### src/rtl/ptc_pkg.sv
package ptc_pkg;
  localparam int PRE_W = 7;

  typedef enum logic [2:0] {
    SRC_ONE  = 3'd0,
    SRC_PURE = 3'd1,
    SRC_P4   = 3'd2,
    SRC_P5   = 3'd3,
    SRC_P9   = 3'd4
  } tone_src_e;

  typedef struct packed {
    tone_src_e        src;
    logic [PRE_W-1:0] prescale;
    logic             adv_p4;
    logic             adv_p5;
    logic             adv_p9;
    logic             gate_p4;
  } mode_cfg_t;

  function automatic mode_cfg_t decode_mode(input logic [3:0] sel);
    mode_cfg_t c;
    c.src      = SRC_ONE;
    c.prescale = PRE_W'(1);
    c.adv_p4   = 1'b0;
    c.adv_p5   = 1'b0;
    c.adv_p9   = 1'b0;
    c.gate_p4  = 1'b0;
    case (sel)
      4'd1:         begin c.src = SRC_P4; c.adv_p4 = 1'b1; end
      4'd2:         begin c.src = SRC_P4; c.adv_p4 = 1'b1; c.prescale = PRE_W'(15); end
      4'd3:         begin c.src = SRC_P4; c.adv_p4 = 1'b1; c.adv_p5 = 1'b1; c.gate_p4 = 1'b1; end
      4'd4, 4'd5:   begin c.src = SRC_PURE; c.prescale = PRE_W'(2); end
      4'd6, 4'd10:  begin c.src = SRC_PURE; c.prescale = PRE_W'(31); end
      4'd7:         begin c.src = SRC_P5; c.adv_p5 = 1'b1; c.prescale = PRE_W'(2); end
      4'd8:         begin c.src = SRC_P9; c.adv_p9 = 1'b1; end
      4'd9:         begin c.src = SRC_P5; c.adv_p5 = 1'b1; end
      4'd12, 4'd13: begin c.src = SRC_PURE; c.prescale = PRE_W'(6); end
      4'd14:        begin c.src = SRC_PURE; c.prescale = PRE_W'(93); end
      4'd15:        begin c.src = SRC_P5; c.adv_p5 = 1'b1; c.prescale = PRE_W'(6); end
      default:      c.src = SRC_ONE;
    endcase
    return c;
  endfunction
endpackage

### src/rtl/ptc_regs.sv
module ptc_regs #(
  parameter int ADDR_W   = 3,
  parameter int DATA_W   = 8,
  parameter int CHAN_SEL = 0,
  parameter int SEL_W    = 4,
  parameter int FREQ_W   = 5,
  parameter int VOL_W    = 4
) (
  input  logic              clk,
  input  logic              rst_n,
  input  logic              wr_en,
  input  logic [ADDR_W-1:0] wr_addr,
  input  logic [DATA_W-1:0] wr_data,
  output logic [SEL_W-1:0]  sel_q,
  output logic [FREQ_W-1:0] freq_q,
  output logic [VOL_W-1:0]  vol_q
);
  localparam logic [ADDR_W-1:0] A_SEL  = ADDR_W'(0 + CHAN_SEL);
  localparam logic [ADDR_W-1:0] A_FREQ = ADDR_W'(2 + CHAN_SEL);
  localparam logic [ADDR_W-1:0] A_VOL  = ADDR_W'(4 + CHAN_SEL);

  logic [SEL_W-1:0]  sel_d;
  logic [FREQ_W-1:0] freq_d;
  logic [VOL_W-1:0]  vol_d;
  logic              hit_sel, hit_freq, hit_vol;

  assign hit_sel  = wr_en && (wr_addr == A_SEL);
  assign hit_freq = wr_en && (wr_addr == A_FREQ);
  assign hit_vol  = wr_en && (wr_addr == A_VOL);

  always_comb begin
    sel_d  = hit_sel  ? wr_data[SEL_W-1:0]  : sel_q;
    freq_d = hit_freq ? wr_data[FREQ_W-1:0] : freq_q;
    vol_d  = hit_vol  ? wr_data[VOL_W-1:0]  : vol_q;
  end

  always_ff @(posedge clk or negedge rst_n) begin
    if (!rst_n) begin
      sel_q  <= '0;
      freq_q <= '0;
      vol_q  <= '0;
    end else begin
      sel_q  <= sel_d;
      freq_q <= freq_d;
      vol_q  <= vol_d;
    end
  end

  p_foreign_ignored_r2: assert property (@(posedge clk) disable iff (!rst_n)
    (!wr_en || (wr_addr != A_SEL && wr_addr != A_FREQ && wr_addr != A_VOL))
      |=> ($stable(sel_q) && $stable(freq_q) && $stable(vol_q)));
endmodule

### src/rtl/ptc_freq_div.sv
module ptc_freq_div #(
  parameter int FREQ_W = 5
) (
  input  logic              clk,
  input  logic              rst_n,
  input  logic              ref_tick,
  input  logic [FREQ_W-1:0] freq,
  output logic              step
);
  logic [FREQ_W-1:0] cnt_q, cnt_d;
  logic              reached;

  assign reached = (cnt_q >= freq);
  assign step    = ref_tick && reached;

  always_comb begin
    cnt_d = cnt_q;
    if (ref_tick) cnt_d = reached ? '0 : cnt_q + FREQ_W'(1);
  end

  always_ff @(posedge clk or negedge rst_n) begin
    if (!rst_n) cnt_q <= '0;
    else        cnt_q <= cnt_d;
  end

  p_step_needs_ref_r3: assert property (@(posedge clk) disable iff (!rst_n)
    step |-> ref_tick);
  p_count_holds_r3: assert property (@(posedge clk) disable iff (!rst_n)
    !ref_tick |=> $stable(cnt_q));
  p_count_restarts_r3: assert property (@(posedge clk) disable iff (!rst_n)
    step |=> (cnt_q == '0));
endmodule

### src/rtl/ptc_lfsr.sv
module ptc_lfsr #(
  parameter int W = 4
) (
  input  logic clk,
  input  logic rst_n,
  input  logic adv,
  output logic msb_now,
  output logic msb_nxt
);
  logic [W-1:0] q, d;
  logic         fb;

  generate
    if (W == 9) begin : g_tap9
      assign fb = q[8] ^ q[4];
    end else if (W == 5) begin : g_tap5
      assign fb = q[4] ^ q[2];
    end else begin : g_tap4
      assign fb = q[W-1] ^ q[W-2];
    end
  endgenerate

  always_comb begin
    d = q;
    if (adv) d = {q[W-2:0], fb};
  end

  always_ff @(posedge clk or negedge rst_n) begin
    if (!rst_n) q <= '1;
    else        q <= d;
  end

  assign msb_now = q[W-1];
  assign msb_nxt = d[W-1];

  p_never_zero_r8: assert property (@(posedge clk) disable iff (!rst_n)
    q != '0);
  p_idle_hold_r8: assert property (@(posedge clk) disable iff (!rst_n)
    !adv |=> $stable(q));
endmodule

### src/rtl/ptc_tone_gen.sv
module ptc_tone_gen
  import ptc_pkg::*;
#(
  parameter int SEL_W = 4
) (
  input  logic             clk,
  input  logic             rst_n,
  input  logic             step,
  input  logic [SEL_W-1:0] sel,
  output logic             tone_nxt
);
  mode_cfg_t        cfg;
  logic [PRE_W-1:0] pd_q, pd_d;
  logic             pd_wrap, slow;
  logic             p4_now, p4_nxt, p5_now, p5_nxt, p9_now, p9_nxt;
  logic             adv4, adv5, adv9;
  logic             p4_unused, p9_unused;

  assign cfg     = decode_mode(sel[3:0]);
  assign pd_wrap = (pd_q >= cfg.prescale - PRE_W'(1));
  assign slow    = step && pd_wrap;

  always_comb begin
    pd_d = pd_q;
    if (step) pd_d = pd_wrap ? '0 : pd_q + PRE_W'(1);
  end

  always_ff @(posedge clk or negedge rst_n) begin
    if (!rst_n) pd_q <= '0;
    else        pd_q <= pd_d;
  end

  assign adv5 = slow && cfg.adv_p5;
  assign adv9 = slow && cfg.adv_p9;
  assign adv4 = slow && cfg.adv_p4 && (!cfg.gate_p4 || p5_now);

  ptc_lfsr #(.W(4)) u_p4 (.clk(clk), .rst_n(rst_n), .adv(adv4), .msb_now(p4_now), .msb_nxt(p4_nxt));
  ptc_lfsr #(.W(5)) u_p5 (.clk(clk), .rst_n(rst_n), .adv(adv5), .msb_now(p5_now), .msb_nxt(p5_nxt));
  ptc_lfsr #(.W(9)) u_p9 (.clk(clk), .rst_n(rst_n), .adv(adv9), .msb_now(p9_now), .msb_nxt(p9_nxt));

  assign p4_unused = p4_now;
  assign p9_unused = p9_now;

  always_comb begin
    case (cfg.src)
      SRC_PURE: tone_nxt = (pd_d < (cfg.prescale >> 1));
      SRC_P4:   tone_nxt = p4_nxt;
      SRC_P5:   tone_nxt = p5_nxt;
      SRC_P9:   tone_nxt = p9_nxt;
      default:  tone_nxt = 1'b1;
    endcase
  end

  p_pd_in_range_r7: assert property (@(posedge clk) disable iff (!rst_n)
    step |=> (pd_q < $past(cfg.prescale)));
  p_pd_idle_r12: assert property (@(posedge clk) disable iff (!rst_n)
    !step |=> $stable(pd_q));
endmodule

### src/rtl/poly_tone_channel.sv
module poly_tone_channel #(
  parameter int ADDR_W   = 3,
  parameter int DATA_W   = 8,
  parameter int CHAN_SEL = 0,
  parameter int FREQ_W   = 5,
  parameter int VOL_W    = 4
) (
  input  logic              clk,
  input  logic              rst_n,
  input  logic              ref_tick,
  input  logic              wr_en,
  input  logic [ADDR_W-1:0] wr_addr,
  input  logic [DATA_W-1:0] wr_data,
  output logic [VOL_W-1:0]  level
);
  localparam int SEL_W = 4;

  logic              rst_meta, rst_sync;
  logic [SEL_W-1:0]  sel;
  logic [FREQ_W-1:0] freq;
  logic [VOL_W-1:0]  vol;
  logic              step, tone_nxt;
  logic [VOL_W-1:0]  level_q, level_d;

  always_ff @(posedge clk or negedge rst_n) begin
    if (!rst_n) begin
      rst_meta <= 1'b0;
      rst_sync <= 1'b0;
    end else begin
      rst_meta <= 1'b1;
      rst_sync <= rst_meta;
    end
  end

  ptc_regs #(
    .ADDR_W(ADDR_W), .DATA_W(DATA_W), .CHAN_SEL(CHAN_SEL),
    .SEL_W(SEL_W), .FREQ_W(FREQ_W), .VOL_W(VOL_W)
  ) u_regs (
    .clk(clk), .rst_n(rst_sync), .wr_en(wr_en), .wr_addr(wr_addr),
    .wr_data(wr_data), .sel_q(sel), .freq_q(freq), .vol_q(vol)
  );

  ptc_freq_div #(.FREQ_W(FREQ_W)) u_div (
    .clk(clk), .rst_n(rst_sync), .ref_tick(ref_tick), .freq(freq), .step(step)
  );

  ptc_tone_gen #(.SEL_W(SEL_W)) u_tone (
    .clk(clk), .rst_n(rst_sync), .step(step), .sel(sel), .tone_nxt(tone_nxt)
  );

  always_comb begin
    level_d = level_q;
    if (step) level_d = tone_nxt ? vol : '0;
  end

  always_ff @(posedge clk or negedge rst_sync) begin
    if (!rst_sync) level_q <= '0;
    else           level_q <= level_d;
  end

  assign level = level_q;

  p_level_hold_r12: assert property (@(posedge clk) disable iff (!rst_sync)
    !step |=> $stable(level_q));
  p_level_values_r4: assert property (@(posedge clk) disable iff (!rst_sync)
    step |=> (level_q == $past(vol) || level_q == '0));
endmodule

### config.mk
export PLATFORM = sky130hd
export DESIGN_NAME = poly_tone_channel
export DESIGN_NICKNAME = d
export VERILOG_FILES = /design/src/rtl/ptc_pkg.sv /design/src/rtl/ptc_regs.sv /design/src/rtl/ptc_freq_div.sv /design/src/rtl/ptc_lfsr.sv /design/src/rtl/ptc_tone_gen.sv /design/src/rtl/poly_tone_channel.sv
export SDC_FILE = /design/constraint.sdc
export NUM_CORES = 1
export LEC_CHECK = 0
export ABC_AREA = 1
export BUFFER_PORTS_ARGS = -buffer_cell sky130_fd_sc_hd__buf_2
export CAP_MARGIN = 10
export CORE_MARGIN = 4
export CORE_UTILIZATION = 65
export DETAILED_ROUTE_END_ITERATION = 7
export PLACE_DENSITY = 0.9
export REMOVE_ABC_BUFFERS = 1
export SLEW_MARGIN = 20
export SYNTH_ARGS = -nofsm -noshare
export SYNTH_HDL_FRONTEND = slang
export SYNTH_HIERARCHICAL = 1
export SYNTH_SLANG_ARGS = --single-unit
### constraint.sdc
create_clock -name clk -period 2.35 [get_ports clk]
set_input_delay 0.1175 -clock clk [delete_from_list [all_inputs] [get_ports clk]]
set_output_delay 0.1175 -clock clk [all_outputs]
set_load 0.02 [all_outputs]
==> results.cfg, run 1 <==
[logic_synthesis]
syn_area_um2 = 2830
synth_top_area_share = 0.274
ys_seq_area_frac = 0.442
synth_edf_count = 0
ys_dominant_reg_cell = dfrtp_1
post-synth-top-area-cell = dfrtp_1
ys_ff_latch = 49
async_reset_ff_frac = 1.00
netlist_instances = 361
synth_area_leaders = dfrtp_1, dfstp_2, nand2_1
avgSynthCellArea_um2 = 7.83
yosysWarnings = 6
synth_cell_type_count = 31

[clocking]
clk_path_buf_depth = 2
cts_buffers = 5
root_buffer = clkbuf_8
cts.sinks = 49
h-tree-depth = 2

[placed_design]
gp_congestion = 0.941
portBuffers = 15
place_ws_ns = -0.984
postPlaceCellArea_um2 = 3310
dp_hpwl_mm = 4.93

[floorplanning]
die_h_um = 73.9
io_pins = 19
die_w_um = 73.9
fp-row-count = 23
initial_core_util = 0.687

[timing]
grt_worst_setup_endpoint = level[2]$_DFFE_PN0P_/D
worst-ep-kind = register data pin

[status]
haltStage = global routing (5_1_grt)
firstError = [ERROR DPL-0038] Utilization greater than 100%, impossible to legalize
status = aborted with a tool error

[global_routing]
grt_max_degree = 35
metrics by stage:
stage / std cells / utilization / hold WS, ns
detailed placement: 474 / 0.805 / -0.0948
floorplan: 358 / - / -0.178
CTS: 501 / 0.924 / 0.0713
global placement: 474 / 0.805 / -0.0968
cell usage after synthesis (2+ instances only):
master and instances:
nor2_4 4, o21ai_0 6, a21oi_1 12, nor2_1 19, nor3_1 5, ha_1 19, dfrtp_1 31, conb_1 2
o22ai_1 2, nand3_1 27, xor2_1 6, inv_2 3, o21ai_1 6, nand2_2 7, nand2_1 121, nand4_1 2
buf_6 3, inv_1 54, dfstp_2 18, nor2_2 3
what timing repair did:
| action | CTS |
|---|---|
| pin swaps | 30 |
| hold endpoints to repair | 2 |
| setup buffers | 19 |
| endpoints found under the setup margin | 28 |
| resized for setup | 73 |
| hold buffers | 1 |
cells by family after synthesis:
group	Yosys count	synth area share
flip-flops	49	0.442
AND/OR/NAND/NOR	191	0.295
other	2	0.00266
adder cells (fa/ha/maj)	19	0.0841
XOR/XNOR	6	0.0186
buffers and inverters	60	0.0876
multiplexers	1	0.00354
AO/OA/AOI/OAI	33	0.0669
==> run 2: changes to the inputs <==
Settings changed: CORE_UTILIZATION 65 to 40, PLACE_DENSITY 0.9 to not set, PLACE_DENSITY_LB_ADDON set to 0.15.
==> results.cfg, run 2 <==
[status]
status = complete, but fails checks
violations = setup timing

[setup_path]
end_kind = flop
required_ns = 2.55
crit_start = u_regs/sel_q[0]
crit_fanout = 5
rrSetupSlack_ns = -0.73
rr_startpoint = u_regs/sel_q[0]
criticalPathCategory = flop to flop
r2r_cells = 24
rr_endpoint = level[0]
critPathLaunchType = flop
cp.arrival_ns = 3.27
timing.critical_path.to = level[0]

[clocking]
insertion_delay_ns = 0.30
clk_path_buf_depth = 2
root_buffer = clkbuf_8
cts_tree = yes
cts_buffers = 5
h-tree-depth = 2
cts.sinks = 49
clk_pin_slew_ns = 0.09

[routing]
drt_wl_total_mm = 6.39
final_antenna_net_count = 0
drt_iter0_drc = 36
dr.pass1.iters = 5
drc = 0
vias_per_cell = 4.56
wl_per_cell_um = 11.6
via_count = 2511

[logic_synthesis]
synth_mux_area_frac = 0.00354
ys_dominant_reg_cell = dfrtp_1
synth-adder-area-share = 0.0841
synthSimpleGateAreaFrac = 0.295
yosysWarnings = 6
ys_ff_latch = 49
synth.most_common_cell = nand2_1
post-synth-top-area-cell = dfrtp_1
yosys.area_share.xor_xnor = 0.0186
avgSynthCellArea_um2 = 7.83
synth_cell_type_count = 31
synth_top_family_by_area = simple AND/OR/NAND/NOR gates
async_reset_ff_frac = 1.00
synth_area_leaders = dfrtp_1, dfstp_2, nand2_1
netlist_instances = 361
synth_edf_count = 0
ys_top_cells_by_count = nand2_1, inv_1, dfrtp_1, nand3_1
ys_seq_area_frac = 0.442
syn_area_um2 = 2830
synth_compound_area_frac = 0.0668
synth_top_area_share = 0.274

[power_and_ir_drop]
peakVddDrop_v = 0.000534
power.leakage_nw = 2.08
power.density_nw_per_um2 = 1040
total_power_mw = 4.22

[floorplanning]
die_area_um2 = 8480
die_w_um = 92.1
core-area_um2 = 6830
fp-row-count = 30
die_h_um = 92.1
initial_core_util = 0.414
io_pins = 19

[layout]
final_cell_mix = nand2_1, buf_4, inv_1, dfrtp_1, nand2_2
syn_to_final_growth_pct = 42.9
utilization = 0.591
diodes = 0
layout_commonest_cell = nand2_1
fin_nets = 488
largest_reg_flops = 9
drive_gt1_frac = 0.437
n_fill_cell = 610
regMostFlops = u_tone/u_p9/q
largest_registers = u_tone/u_p9/q x9, u_tone/pd_q x7

[worst_hold_path]
min_path_type = input port to flop

[job]
cap_violations = 0

[placed_design]
portBuffers = 15
gp_congestion = 0.808
dp_hpwl_mm = 4.37

[global_routing]
grt_pass1_wl_mm = 10.2
grt_max_degree = 48
grt-ovfl-total = 0
track_usage = 0.149
antenna_found_initial = 0
grt_pass1_vias = 2371

[timing]
setup_tns_ns = -8.36
hold_violations = 0
skew_ns = 0.00750
min_period_over_period = 1.31
finalSetupViolCount = 23
fin_crit_ns = 3.08
rsz0062_at_grt = true
report.final.slew_viol_count = 0
max_slew.worst_pin.slew_ns = 0.599
setup_ws_ns = -0.728
timing.fmax_mhz = 325
max_slew_margin = 0.601
## run 2: area by class of cell
class                      count  area (um2)  share of cell area
timing repair buffer          89         693               0.172
clock buffer                   7        76.3              0.0189
clock inverter                 1        8.76             0.00217
multi-input combinational    252        1660               0.412
inverter                      57         226              0.0561
tap                           96         120              0.0297
sequential                    49        1250               0.310
## run 2: what timing repair did
| item | 4_1_cts | 5_1_grt |
|---|---|---|
| endpoints found under the hold margin | 2 | 0 |
| setup endpoints to repair | 28 | 28 |
| pin swaps | 11 | 36 |
| hold buffers | 1 | 0 |
| gates resized for setup | 32 | 78 |
| buffers inserted | 8 | 16 |
## run 2: worst min-delay path by stage
stage / end / from / cells past startpoint / slack (ns)
finish: u_regs/freq_q[4] / wr_data[4] / 3 / 0.05
global route: u_regs/freq_q[4] / wr_data[4] / 3 / 0.06
CTS: u_regs/freq_q[4] / wr_data[4] / 3 / 0.05
detailed placement: rst_meta / rst_n / 1 / -0.09
global placement: rst_meta / rst_n / 1 / -0.1
floorplan: rst_meta / rst_n / 0 / -0.18
## run 2: logic make-up (layout without fill, tap and decap cells)
logic type | count (synthesis) | in the layout
AO/OA/AOI/OAI | 33 | 33
XOR/XNOR | 6 | 6
adder cells (fa/ha/maj) | 19 | 19
buffers and inverters | 60 | 154
flip-flops | 49 | 49
multiplexers | 1 | 1
other | 2 | 2
AND/OR/NAND/NOR | 191 | 191
## run 2: worst max-delay path, cell delays in order (launching register included)
cell	delay, ns
dfrtp_1	0.40
inv_2	0.08
nand2_4	0.08
nor2_4	0.14
a21oi_4	0.05
inv_2	0.07
ha_4	0.13
xor2_1	0.13
inv_1	0.08
ha_4	0.28
nand2_2	0.05
inv_2	0.04
nand2_2	0.04
nand2_2	0.06
nand2_2	0.05
nand2_2	0.06
nand2_2	0.08
buf_6	0.14
nor3_4	0.20
o21ai_2	0.08
a22o_1	0.19
a211oi_2	0.27
nand2_4	0.12
nand3_2	0.08
nand2_1	0.05
## run 2: metal layers
metal | wire length, um | track usage
met1 | 2930 | 0.195
met5 | 0 | 0
met4 | 89 | 0.0631
met2 | 3220 | 0.244
met3 | 144 | 0.0271
## run 2: stage by stage
stage	hold slack, ns	setup slack (ns)	instances	cell area [um2]
finish	0.0488	-0.728	551	4040
global route	0.0606	-0.950	551	4040
CTS	0.0472	-0.677	536	3640
detailed placement	-0.0939	-0.992	519	3360
global placement	-0.0952	-0.904	519	3360
floorplan	-0.178	-1.20	358	2790
## run 2: where the power goes
| part | total [mW] | switching (mW) | internal (mW) |
|---|---|---|---|
| logic | 2.29 | 1.23 | 1.06 |
| clock network | 0.503 | 0.290 | 0.213 |
| registers | 1.43 | 0.200 | 1.23 |
Power figures use the tool's default switching activity.
==> run 3: changes to the inputs <==
Settings changed: CORE_UTILIZATION 40 to 55.
==> results.cfg, run 3 (same netlist as run 2, synthesis figures left out) <==
[status]
status = complete, but fails checks
violations = setup timing

[power_and_ir_drop]
p_sw_mw = 1.71
peakVddDrop_v = 0.000657
power.share.combinational = 0.522
pwr-share-seq = 0.341
total_power_mw = 4.19
power_frac_clock = 0.137
swShare = 0.407
power.leakage_nw = 2.03
power.density_nw_per_um2 = 1080
intPower_mw = 2.49

[job]
cap_violations = 0

[layout]
regMostFlops = u_tone/u_p9/q
layout_commonest_cell = nand2_1
syn_to_final_growth_pct = 37.7
diodes = 0
n_fill_cell = 322
fin_nets = 481
drive_gt1_frac = 0.417
largest_registers = u_tone/u_p9/q x9, u_tone/pd_q x7
final_cell_mix = nand2_1, buf_4, inv_1, dfrtp_1, nand3_1
largest_reg_flops = 9

[clocking]
cts_buffers = 5
cts.sinks = 49
clk_pin_slew_ns = 0.09
h-tree-depth = 2
cts_tree = yes
insertion_delay_ns = 0.31
clk_path_buf_depth = 2
root_buffer = clkbuf_8

[global_routing]
antenna_found_initial = 0
grt-ovfl-total = 0
grt_max_degree = 43
grt_pass1_vias = 2530
track_usage = 0.213
grt_pass1_wl_mm = 10.6

[setup_path]
cp_slowest_stage_delay_ns = 0.40
critPathLaunchType = flop
required_ns = 2.56
end_kind = flop
crit_top_cell = nand2_2
path_delay_family = simple AND/OR/NAND/NOR gates
criticalPathCategory = flop to flop
cp_slowest_cell = dfrtp_1
crit_fanout = 4
cp_num_buf_inv = 8
cp.arrival_ns = 3.45

[timing]
max_slew_margin = 0.406
hold_violations = 0
skew_ns = 0.00414
setup_ws_ns = -0.886
min_period_over_period = 1.38
report.final.slew_viol_count = 0
finalSetupViolCount = 25
max_slew.worst_pin.slew_ns = 0.892
timing.fmax_mhz = 309
rsz0062_at_grt = true
fin_crit_ns = 3.24
whs_ns = 0.0444
setup_tns_ns = -12.24

[routing]
vias_per_cell = 5.22
drc = 0
wl_per_cell_um = 13.5
drt_wl_total_mm = 6.95
final_antenna_net_count = 0
via_count = 2687
dr.pass1.iters = 4
drt_iter0_drc = 147

[placed_design]
gp_congestion = 0.828
portBuffers = 15
dp_hpwl_mm = 4.12
place_ws_ns = -0.960

[floorplanning]
die_w_um = 79.7
fp-row-count = 25
die_area_um2 = 6350
die_h_um = 79.7
initial_core_util = 0.583
core-area_um2 = 4850
io_pins = 19

[worst_hold_path]
min_path_type = input port to flop
run 3: changes by cell type in the layout (fill, tap and decap cells not counted), moves of 4 or more:
cell / change
nand2_2: -5
buf_4: -4
inv_2: +4
nand2_1: +7
run 3: worst paths after layout:
kind                                 startpoint          endpoint  slack (ns)  depth (start not counted)
max in group asynchronous              rst_sync  u_tone/u_p5/q[0]        1.24                          1
worst min-delay path                 wr_data[4]  u_regs/freq_q[4]        0.04                          3
min in group asynchronous                 rst_n          rst_sync        0.13                          2
worst max-delay path            u_regs/sel_q[0]          level[1]       -0.89                         25
worst min register to register         rst_meta          rst_sync        0.36                          0
worst max register to register  u_regs/sel_q[0]          level[1]       -0.89                         25
run 3: metrics by stage:
| stage | std cells | util | instance area (um2) |
|---|---|---|---|
| 3_5_place_dp | 488 | 0.683 | 3310 |
| 5_1_grt | 515 | 0.803 | 3890 |
| 2_1_floorplan | 358 | - | 2790 |
| 6_report | 515 | 0.803 | 3890 |
| 4_1_cts | 508 | 0.758 | 3670 |
| 3_3_place_gp | 488 | 0.683 | 3310 |
run 3: worst reg2reg max path, delay by kind of cell, from the launching register on:
family                     cells  cell delay, ns
AOI/OAI and AO/OA              4            0.68
buffers and inverters          8            0.85
adders and majority gates      1            0.20
and+or+nand+nor               12            1.01
DFF                            1            0.40
run 3: cell type report:
cell class                 count  area (um2)  share of cell area
clock buffer                   6        93.8              0.0241
clock inverter                 2        13.8             0.00354
inverter                      57         224              0.0575
multi-input combinational    252        1600               0.410
sequential                    49        1250               0.321
tap                           67        83.8              0.0215
timing repair buffer          82         631               0.162
run 3: power by group through the flow:
stage                     Sequential [mW]  Combinational (mW)  Clock [mW]
after floorplan                      1.44               0.998           0
final                                1.43                2.19       0.575
after CTS                            1.41                1.92       0.586
after detailed placement             1.41                1.70           0
after global routing                 1.47                2.45       0.628
after global placement               1.40                1.65           0
run 3: repair_timing:
action | CTS | global route
setup endpoints to repair | 27 | 29
pin swaps | 14 | 23
buffers inserted | 12 | 12
hold buffers | 1 | 0
resized for setup | 49 | 48
hold endpoints to repair | 2 | 0
run 3: routing by layer:
metal	vias up	wire length [um]	global-route usage
met5	-	0	0
met2	85	3620	0.366
met1	1275	2840	0.256
met4	0	165	0.0911
met3	19	327	0.0440
li1	1308	-	-
==> run 4: changes to the inputs <==
Settings changed: GPL_TIMING_DRIVEN set to 0.
==> results.cfg, run 4 (same netlist as run 2, synthesis figures left out) <==
[setup_path]
rr_startpoint = u_regs/sel_q[0]
criticalPathCategory = flop to flop
cp.arrival_ns = 3.51
required_ns = 2.55
rrSetupSlack_ns = -0.95
crit_start = u_regs/sel_q[0]
crit_fanout = 6
end_kind = flop
critPathLaunchType = flop

[routing]
via_count = 2593
drt_wl_total_mm = 7.26
dr.pass1.iters = 5
drt_iter0_drc = 195
drc = 0
vias_per_cell = 5.31
final_antenna_net_count = 0
wl_per_cell_um = 14.9

[clocking]
h-tree-depth = 2
cts_tree = yes
cts_buffers = 5
clk_path_buf_depth = 2
cts.sinks = 49
clk_pin_slew_ns = 0.09
root_buffer = clkbuf_8
insertion_delay_ns = 0.31

[layout]
syn_to_final_growth_pct = 31.6
final_cell_mix = nand2_1, inv_1, dfrtp_1, buf_4, nand3_1
fin_nets = 454
drive_gt1_frac = 0.371
utilization = 0.767
largest_registers = u_tone/u_p9/q x9, u_tone/pd_q x7
regMostFlops = u_tone/u_p9/q
layout_commonest_cell = nand2_1
largest_reg_flops = 9
final_area_um2 = 3720
diodes = 0

[floorplanning]
die_w_um = 79.7
fp-row-count = 25
core-area_um2 = 4850
io_pins = 19
die_h_um = 79.7
initial_core_util = 0.583
die_area_um2 = 6350

[placed_design]
place_ws_ns = -2.02
dp_hpwl_mm = 3.88
gp_congestion = 0.836
portBuffers = 15
postPlaceCellArea_um2 = 2970

[power_and_ir_drop]
power.leakage_nw = 1.89
pwr-share-seq = 0.351
p_sw_mw = 1.83
intPower_mw = 2.36
peakVddDrop_v = 0.000645
power.share.combinational = 0.529
power.density_nw_per_um2 = 1130
swShare = 0.436
power_frac_clock = 0.121

[worst_hold_path]
min_path_type = input port to flop
hp-start = wr_data[4]

[timing]
rsz0062_at_grt = true
finalSetupViolCount = 26
skew_ns = 0.00621
report.final.slew_viol_count = 0
fin_crit_ns = 3.30
hold_violations = 0
timing.fmax_mhz = 303
setup_ws_ns = -0.952
min_period_over_period = 1.40

[global_routing]
track_usage = 0.214
grt_max_degree = 30
antenna_found_initial = 0
grt-ovfl-total = 0
grt_pass1_wl_mm = 10.7
grt_pass1_vias = 2449

[status]
status = complete, but fails checks
violations = setup timing

[job]
cap_violations = 0
[run 4: critical path, cell delays in order, from the launching register on]
cell and delay, ns:
dfrtp_1 0.40, inv_2 0.08, nand2_4 0.08, nor2_4 0.13
a21oi_4 0.05, inv_2 0.10, ha_4 0.17, xor2_1 0.16
inv_1 0.10, ha_4 0.29, nand2_1 0.06, inv_1 0.05
nand2_1 0.05, nand2_1 0.08, nand2_2 0.08, nand2_4 0.09
nand2_8 0.08, inv_6 0.09, nor2_1 0.06, ha_1 0.28
nand2_1 0.07, nor2_1 0.18, nand2_1 0.12, nand3_2 0.12
nand2_4 0.09, nand3_2 0.07, nand2_1 0.05
[run 4: final cells by class]
class / instances / area, um2
inverters: 57 / 223
repair buffers: 55 / 439
clock buffers: 6 / 72.6
multi-input cells: 252 / 1640
fillers: 306 / 1130
well taps: 67 / 83.8
clock inverters: 2 / 13.8
flip-flops and latches: 49 / 1250
[run 4: power by group through the flow]
stage,clock [mW],combinational [mW],sequential (mW)
detailed placement,0,1.32,1.46
finish,0.506,2.22,1.47
global route,0.560,2.43,1.51
global placement,0,1.25,1.45
CTS,0.513,1.72,1.45
floorplan,0,0.998,1.44
[run 4: per-layer routing]
layer / vias to the layer above / global-route usage / wire length, um
li1: 1247 / - / -
met1: 1197 / 0.260 / 2840
met2: 110 / 0.366 / 3650
met3: 39 / 0.0429 / 370
met4: 0 / 0.0928 / 400
met5: - / 0 / 0
[run 4: metrics by stage]
step	hold slack, ns	cells	power [mW]	TNS (ns)
finish	0.0553	488	4.20	-10.61
detailed placement	-0.0954	441	2.78	-25.76
floorplan	-0.178	358	2.44	-10.88
global placement	-0.0974	440	2.70	-26.17
CTS	0.0555	474	3.69	-5.84
global route	0.0698	488	4.50	-13.68
[run 4: final timing paths]
path                                    end  depth (start not counted)
max in group asynchronous  u_tone/u_p5/q[3]                          1
max                                level[0]                         26
max reg2reg                        level[0]                         26
min in group asynchronous          rst_sync                          2
min reg2reg                  u_div/cnt_q[2]                          0
min                        u_regs/freq_q[4]                          3
[run 4: repair_timing]
action                     CTS  global route
gates resized for setup     45            47
setup buffers               24            14
hold endpoints to repair     2             0
hold buffers                 1             0
pin swaps                   13            21
setup endpoints to repair   29            29
